## config.mk

```make
export PLATFORM = sky130hd
export DESIGN_NAME = p2p_route_filter
export DESIGN_NICKNAME = d
export VERILOG_FILES = /design/src/rtl/p2p_route_filter.sv
export SDC_FILE = /design/constraint.sdc
export NUM_CORES = 1
export LEC_CHECK = 0
export BUFFER_PORTS_ARGS = -buffer_cell sky130_fd_sc_hd__buf_2
export CAP_MARGIN = 20
export CORE_ASPECT_RATIO = 1.75
export CORE_UTILIZATION = 50
export DETAILED_ROUTE_END_ITERATION = 16
export GPL_ROUTABILITY_DRIVEN = 0
export PLACE_DENSITY_LB_ADDON = 0.12
export SLEW_MARGIN = 40
export SYNTH_ARGS = -nofsm -noshare
export SYNTH_HDL_FRONTEND = slang
export SYNTH_SLANG_ARGS = --single-unit
export TNS_END_PERCENT = 20
```

## constraint.sdc

```tcl
create_clock -name clk -period 3.2 [get_ports clk]
set_input_delay 0.64 -clock clk [delete_from_list [all_inputs] [get_ports clk]]
set_output_delay 0.64 -clock clk [all_outputs]
set_load 0.02 [all_outputs]
```

## src/rtl/p2p_route_filter.sv

```systemverilog
module p2p_route_filter #(
  parameter int ADDR_W = 32,
  parameter int NUM_RP = 4,
  parameter int SRC_W  = 3
) (
  input  logic              clk,
  input  logic              rst_n,
  input  logic              req_valid,
  output logic              req_ready,
  input  logic [SRC_W-1:0]  req_src,
  input  logic [1:0]        req_kind,
  input  logic [ADDR_W-1:0] req_addr,
  input  logic [1:0]        dec_class,
  input  logic [1:0]        dec_port,
  output logic              fwd_valid,
  input  logic              fwd_ready,
  output logic [1:0]        fwd_route,
  output logic [1:0]        fwd_port,
  output logic [SRC_W-1:0]  fwd_src,
  output logic [1:0]        fwd_kind,
  output logic [ADDR_W-1:0] fwd_addr,
  output logic              cpl_valid,
  output logic [2:0]        cpl_status,
  output logic [SRC_W-1:0]  cpl_src,
  input  logic              cfg_we,
  input  logic              cfg_addr,
  input  logic [NUM_RP-1:0] cfg_wdata,
  output logic [NUM_RP-1:0] cfg_rdata
);
  localparam int PORT_W = $clog2(NUM_RP);
  localparam logic [SRC_W-1:0] RP_LIMIT = SRC_W'(NUM_RP);
  localparam logic [1:0] CLS_SYS = 2'd0, CLS_RP = 2'd1, CLS_EP = 2'd2;
  localparam logic [1:0] KIND_RD = 2'd0, KIND_WR = 2'd1;
  localparam logic [1:0] ROUTE_MEM = 2'd0;
  localparam logic [2:0] ST_UR = 3'b001;

  logic [NUM_RP-1:0] en_q;
  logic              lock_q;

  always_ff @(posedge clk) begin
    if (!rst_n) begin
      en_q   <= '0;
      lock_q <= 1'b0;
    end else if (cfg_we) begin
      if (!cfg_addr && !lock_q) en_q <= cfg_wdata;
      if (cfg_addr && |cfg_wdata) lock_q <= 1'b1;
    end
  end

  assign cfg_rdata = cfg_addr ? {{(NUM_RP-1){1'b0}}, lock_q} : en_q;

  logic accept, src_is_rp, kind_mem, to_peer, peer_ok, go_fwd;
  logic [PORT_W-1:0] src_idx;

  assign req_ready = !fwd_valid;
  assign accept    = req_valid && req_ready;
  assign src_is_rp = req_src < RP_LIMIT;
  assign src_idx   = req_src[PORT_W-1:0];
  assign kind_mem  = (req_kind == KIND_RD) || (req_kind == KIND_WR);
  assign to_peer   = (dec_class == CLS_RP) || (dec_class == CLS_EP);
  assign peer_ok   = src_is_rp && kind_mem && en_q[src_idx];
  assign go_fwd    = (dec_class == CLS_SYS) || (to_peer && peer_ok);

  always_ff @(posedge clk) begin
    if (!rst_n) begin
      fwd_valid <= 1'b0;
      fwd_route <= '0;
      fwd_port  <= '0;
      fwd_src   <= '0;
      fwd_kind  <= '0;
      fwd_addr  <= '0;
      cpl_valid <= 1'b0;
      cpl_src   <= '0;
    end else begin
      cpl_valid <= accept && !go_fwd;
      if (accept && !go_fwd) cpl_src <= req_src;
      if (accept && go_fwd) begin
        fwd_valid <= 1'b1;
        fwd_route <= dec_class;
        fwd_port  <= dec_port;
        fwd_src   <= req_src;
        fwd_kind  <= req_kind;
        fwd_addr  <= req_addr;
      end else if (fwd_valid && fwd_ready) begin
        fwd_valid <= 1'b0;
      end
    end
  end

  assign cpl_status = cpl_valid ? ST_UR : 3'b000;

  AST_LOCK_STICKY: assert property (@(posedge clk) disable iff (!rst_n) lock_q |=> lock_q);
  AST_EN_FROZEN: assert property (@(posedge clk) disable iff (!rst_n) lock_q |=> $stable(en_q));
  AST_FWD_HOLD: assert property (@(posedge clk) disable iff (!rst_n)
    fwd_valid && !fwd_ready |=> fwd_valid && $stable(fwd_addr) && $stable(fwd_route) && $stable(fwd_src));
  AST_ONE_OUTCOME: assert property (@(posedge clk) disable iff (!rst_n) !(fwd_valid && cpl_valid));
  AST_CPL_AFTER_ACCEPT: assert property (@(posedge clk) disable iff (!rst_n)
    cpl_valid |-> $past(req_valid && req_ready));
  AST_PEER_RP_ONLY: assert property (@(posedge clk) disable iff (!rst_n)
    fwd_valid && fwd_route != ROUTE_MEM |-> fwd_src < RP_LIMIT);
endmodule

```

==> results.py, run 1 <==
metrics = {
    "clocking": {
        "cts_tree": "done",
        "clkTransAtPathRegs_ps": 70,
        "cts_buffers": 5,
        "root_buffer": "clkbuf_16",
        "cts_resized": 0,
        "cts_hold_buf": 0,
        "postCtsSetupRepairBufs": 0,
        "clock_latency_ps": 290,
        "cts_max_path_buffers": 2,
        "cts_sinks": 51,
        "cts_htree_levels": 2,
    },
    "critical_path": {
        "critical_path.top_delay_family": "multiplexers",
        "worstPathArrival_ps": 2500,
        "crit_path_end_kind": "register",
        "worstSetupPathType": "input port to register",
        "max_stage_delay_ps": 890,
        "slowest_stage": "mux4_2",
        "path_depth": 4,
        "r2r-start": "en_q[0]",
        "startpoint_type": "input port",
        "rr_worst_depth": 3,
        "critical_path_buf_inv_count": 1,
        "cp_max_fo": 42,
        "crit_required_ps": 3380,
        "regToRegSetupSlack_ps": 1050,
        "cp-endpoint": "fwd_route[0]",
        "crit_path_cell_trace": "buf_2 -> mux4_2 -> nand2_1 -> o311ai_0",
        "worstReg2RegEnd": "fwd_route[0]",
        "crit_path_start": "req_src[0]",
    },
    "routing": {
        "route.antenna.remaining_nets": 0,
        "via_per_inst": 6.241,
        "routed_wl_um": 9248,
        "initialDrtViolationCount": 321,
        "drc_errors": 0,
        "routed-via-count": 3601,
        "wl_per_cell_um": 16.03,
        "dr.pass1.iters": 4,
    },
    "synth": {
        "syn_inst": 433,
        "yosysWarnings": 0,
        "ys_ff_latch": 51,
        "synthesis.area_um2": 3422,
        "yosys.cell_types.count": 33,
        "syn_avg_cell_area_um2": 7.903,
        "synthFlopType": "dfxtp_1",
        "synth-seq-area-share": 0.2984,
        "synth_edf_count": 0,
        "async_flop_share": 0,
    },
    "power": {
        "p_leak_nw": 1.683,
        "powerDensity_nw_per_um2": 431.5,
        "fin_total_pwr_mw": 1.767,
        "peakVddDrop_v": 0.0004104,
    },
    "die": {
        "io_pins": 105,
        "initial_utilization": 0.5195,
        "die_area_um2": 7192,
        "fp.dieW_um": 64.54,
        "core-area_um2": 6588,
        "die_h_um": 111.4,
        "rows": 39,
    },
    "finish": {
        "drive_above_1_share": 0.2611,
        "fin_nets": 545,
        "fillers": 634,
        "fin_cells": 577,
        "syn_to_final_growth_pct": 19.71,
        "mostFrequentLayoutCells": "buf_2 (101), nand4_1 (64), dfxtp_1 (51)",
        "final_common_cell": "buf_2",
    },
    "sta": {
        "rsz0062_at_grt": "no",
        "whs_ps": 460.1,
        "maxSlewHeadroom": 0.4406,
        "drv_slew": 0,
        "timing.final.crit_share": 0.7250,
        "setup_viol": 0,
        "tns_ps": 0,
        "finalCriticalPeriod_ps": 2320,
        "tightest_slew_ps": 839.1,
        "hold_viol_final": 0,
        "fmaxAchievable_mhz": 431.0,
        "finalClockSkew_ps": 5.085,
    },
    "global_routing": {
        "antenna_found_initial": 1,
        "grt_pass1_vias": 3252,
        "grt_pass1_wl_um": 15020,
        "grt_max_degree": 73,
        "grt_overflow": 0,
        "grt_usage": 0.2571,
    },
    "place": {
        "place_hpwl_um": 5783,
        "numPortBuffers": 102,
        "dp_cells": 568,
    },
    "hold_path": {
        "holdPathStages": 2,
        "min_path_type": "register to register",
    },
    "job": {
        "maxCapViolCount": 0,
    },
    "outcome": {
        "outcome": "finished, final reports clean",
    },
}
==> report_power, final <==
group	switching (mW)	internal, mW	leakage [nW]
Clock	0.245	0.448	0.0900
Sequential	0.0340	0.677	0.416
Combinational	0.228	0.135	1.18
Total	0.507	1.26	1.68
==> worst reg2reg max path, delay by kind of cell, from the launching register on <==
kind	cells	cell delay, ps
AO/OA/AOI/OAI	1	440
flip-flops	1	380
multiplexers	1	820
AND/OR/NAND/NOR	1	400
==> cell type report <==
type,instances,area [um^2],area share
Antenna cell,1,2.502,0.0006109
Inverter,3,11.26,0.002749
Sequential cell,51,1021,0.2492
Clock inverter,3,67.56,0.01649
Tap cell,82,102.6,0.02505
Clock buffer,5,125.1,0.03054
Multi-Input combinational cell,319,2158,0.5269
Timing Repair Buffer,113,608.1,0.1484
==> per-layer routing <==
layer,vias to the layer above,track usage,share of wire
li1,1748,-,-
met1,1720,0.3276,0.42
met2,124,0.4316,0.51
met3,9,0.03996,0.052
met4,0,0.09037,0.013
met5,-,0,0
==> sequential cells by signal, indices dropped and copies added (netlist names) <==
signal,cells
en_q,4
cpl_valid,1
cpl_src,3
fwd_kind,2
fwd_src,3
fwd_addr,32
fwd_valid,1
lock_q,1
fwd_route,2
fwd_port,2
==> synth_stat cells, types with 2 or more instances <==
cell        n  area (um^2)
nand4b_1   31        271.5
buf_2       4        20.02
a21oi_1    32        160.2
buf_4       3        22.52
and2_1     33        206.5
a21o_1      8        60.06
buf_1       6        22.52
nand3b_1   41        307.8
mux2i_1     7        70.07
nand2_1    21        78.83
a2bb2oi_1   8        70.07
nor2b_1    10        62.56
nand3_1    33        165.2
and4b_1     8        80.08
inv_1       3        11.26
nand4_1    64        400.4
o311ai_0    8        70.07
o211ai_1    2        15.01
clkbuf_1   47        176.4
dfxtp_1    51         1021
==> stage by stage <==
stage | setup slack, ps | util | cell area, um^2
2_1_floorplan | 1262 | - | 3426
4_1_cts | 920.1 | 0.6215 | 4094
3_3_place_gp | 697.9 | 0.5922 | 3901
5_1_grt | 721.5 | 0.6218 | 4096
6_report | 880.0 | 0.6218 | 4096
3_5_place_dp | 622.9 | 0.5922 | 3901
==> worst min-delay path by stage <==
| stage | to | start | slack [ps] |
|---|---|---|---|
| 6_report | cpl_src[1] | cpl_src[1] | 460 |
| 5_1_grt | cpl_src[1] | cpl_src[1] | 480 |
| 4_1_cts | cpl_src[2] | cpl_src[2] | 460 |
| 3_5_place_dp | cpl_src[1] | cpl_src[1] | 450 |
| 3_3_place_gp | cpl_src[1] | cpl_src[1] | 440 |
| 2_1_floorplan | en_q[2] | en_q[2] | 490 |
==> kinds of logic (layout without fill, tap and decap cells) <==
| group | Yosys count | count (layout) | share of synthesized area |
|---|---|---|---|
| other | 1 | 3 | 0.001096 |
| buffers and inverters | 64 | 124 | 0.07715 |
| DFF | 51 | 51 | 0.2984 |
| adders and majority gates | 1 | 1 | 0.003656 |
| and+or+nand+nor | 246 | 246 | 0.4706 |
| AOI/OAI and AO/OA | 61 | 61 | 0.1188 |
| muxes | 9 | 9 | 0.03035 |
(Power assumes the default switching activity.)
==> run 2, diff against run 1 <==
- clock period: 3.2 -> 2.3 ns (I/O delays scaled with it)
==> run 2 against run 1 <==
Effect of this change:
- clock power is 23% higher
- clock skew is 1.2 ps lower
- core utilization is 1.2 points higher
- non-clock buffer count is 7 higher
- sequential cell count stayed put
- worst hold slack worse by 18 ps
- first-iteration DRC count is 27% lower
- largest power group unchanged
==> results.py, run 2 (synthesized netlist as in run 1, its figures left out) <==
metrics = {
    "global_routing": {
        "antenna_found_initial": 0,
        "grt_pass1_wl_um": 15320,
        "grt_usage": 0.2576,
        "grt_max_degree": 70,
        "grt_overflow": 0,
        "grt_pass1_vias": 3222,
    },
    "clocking": {
        "cts_buffers": 5,
        "cts_tree": "done",
        "cts_htree_levels": 2,
        "clkTransAtPathRegs_ps": 70,
        "cts_max_path_buffers": 2,
        "clock_latency_ps": 290,
        "cts_resized": 0,
        "root_buffer": "clkbuf_16",
        "cts_hold_buf": 0,
        "postCtsSetupRepairBufs": 0,
        "cts_sinks": 51,
    },
    "finish": {
        "largest_registers": "fwd_addr (32), en_q (4)",
        "n_antenna_cell": 0,
        "drive_above_1_share": 0.2715,
        "largest_reg_flops": 32,
        "fin_cells": 583,
        "fin_nets": 552,
        "design_area_um2": 4173,
        "syn_to_final_growth_pct": 21.94,
        "mostFrequentLayoutCells": "buf_2 (101), nand4_1 (64), dfxtp_1 (51)",
        "top_register": "fwd_addr",
        "final_common_cell": "buf_2",
    },
    "place": {
        "numPortBuffers": 102,
        "place_hpwl_um": 5968,
        "postPlaceCellArea_um2": 4004,
        "dp_cells": 575,
    },
    "sta": {
        "whs_ps": 441.6,
        "maxSlewHeadroom": 0.6225,
        "tns_ps": 0,
        "fmaxAchievable_mhz": 560.7,
        "finalCriticalPeriod_ps": 1784,
        "drv_slew": 0,
        "finalClockSkew_ps": 3.928,
        "tightest_slew_ps": 566.3,
        "rsz0062_at_grt": "no",
        "setup_viol": 0,
        "timing.final.crit_share": 0.7755,
        "hold_viol_final": 0,
    },
    "outcome": {
        "outcome": "finished, final reports clean",
    },
    "critical_path": {
        "worstSetupPathType": "input port to register",
        "crit_required_ps": 2480,
        "rr_worst_depth": 4,
        "worstPathArrival_ps": 1960,
        "startpoint_type": "input port",
        "cp_max_fo": 9,
        "crit_path_end_kind": "register",
    },
    "routing": {
        "dr.pass1.iters": 4,
        "routed_wl_um": 9178,
        "drc_errors": 0,
        "initialDrtViolationCount": 235,
        "via_per_inst": 6.158,
        "routed-via-count": 3590,
        "route.antenna.remaining_nets": 0,
        "wl_per_cell_um": 15.74,
    },
    "power": {
        "p_leak_nw": 1.729,
        "powerDensity_nw_per_um2": 567.4,
        "fin_total_pwr_mw": 2.368,
        "peakVddDrop_v": 0.0004493,
    },
    "die": {
        "initial_utilization": 0.5195,
        "die_area_um2": 7192,
        "rows": 39,
        "io_pins": 105,
        "fp.dieW_um": 64.54,
        "core-area_um2": 6588,
        "die_h_um": 111.4,
    },
    "job": {
        "maxCapViolCount": 0,
    },
    "hold_path": {
        "min_path_type": "input port to register",
        "holdPathStages": 3,
    },
}
-- run 2: cell count changes in the layout (fill, tap and decap cells not counted), sizes merged --
cell,delta
buf,+7
clkinvlp,-1
clkinv,+2
diode,-1
bufinv,-1
-- run 2: through the flow --
step,worst slack [ps],util
6_report,516.4,0.6334
5_1_grt,381.8,0.6334
4_1_cts,525.4,0.6334
3_5_place_dp,238.3,0.6078
3_3_place_gp,337.2,0.6078
2_1_floorplan,542.3,-
-- run 2: cell type report --
cell class                 count  area [um^2]
fill                         584         2415
multi-input combinational    319         2158
sequential                    51         1021
timing repair buffer         120        710.7
clock buffer                   5        125.1
tap                           82        102.6
clock inverter                 3        43.79
inverter                       3        11.26
-- run 2: per-layer routing --
layer	GRT usage	wire [um]	vias to the layer above
li1	-	-	1763
met1	0.3348	4041	1716
met2	0.4365	4606	104
met3	0.03791	442	7
met4	0.06963	89	0
met5	0	0	-
-- run 2: worst max-delay path, cell delays in order --
cell      delay [ps]
buf_2            100
inv_1             50
ha_2             300
nor3b_2          270
buf_4            200
nand2_1          200
o311ai_0         390
-- run 2: power by group --
part           switching [mW]  total (mW)  internal [mW]
Sequential             0.0430       0.985          0.942
Clock                   0.339       0.853          0.514
Combinational           0.324       0.530          0.206
-- run 2: path summary, 6_finish.rpt --
path	end	slack, ps	startpoint
worst min-delay path	fwd_addr[4]	440	req_addr[4]
worst max-delay path	fwd_addr[2]	520	dec_class[0]
worst min register to register	cpl_src[2]	450	cpl_src[2]
worst max register to register	fwd_src[2]	610	en_q[3]
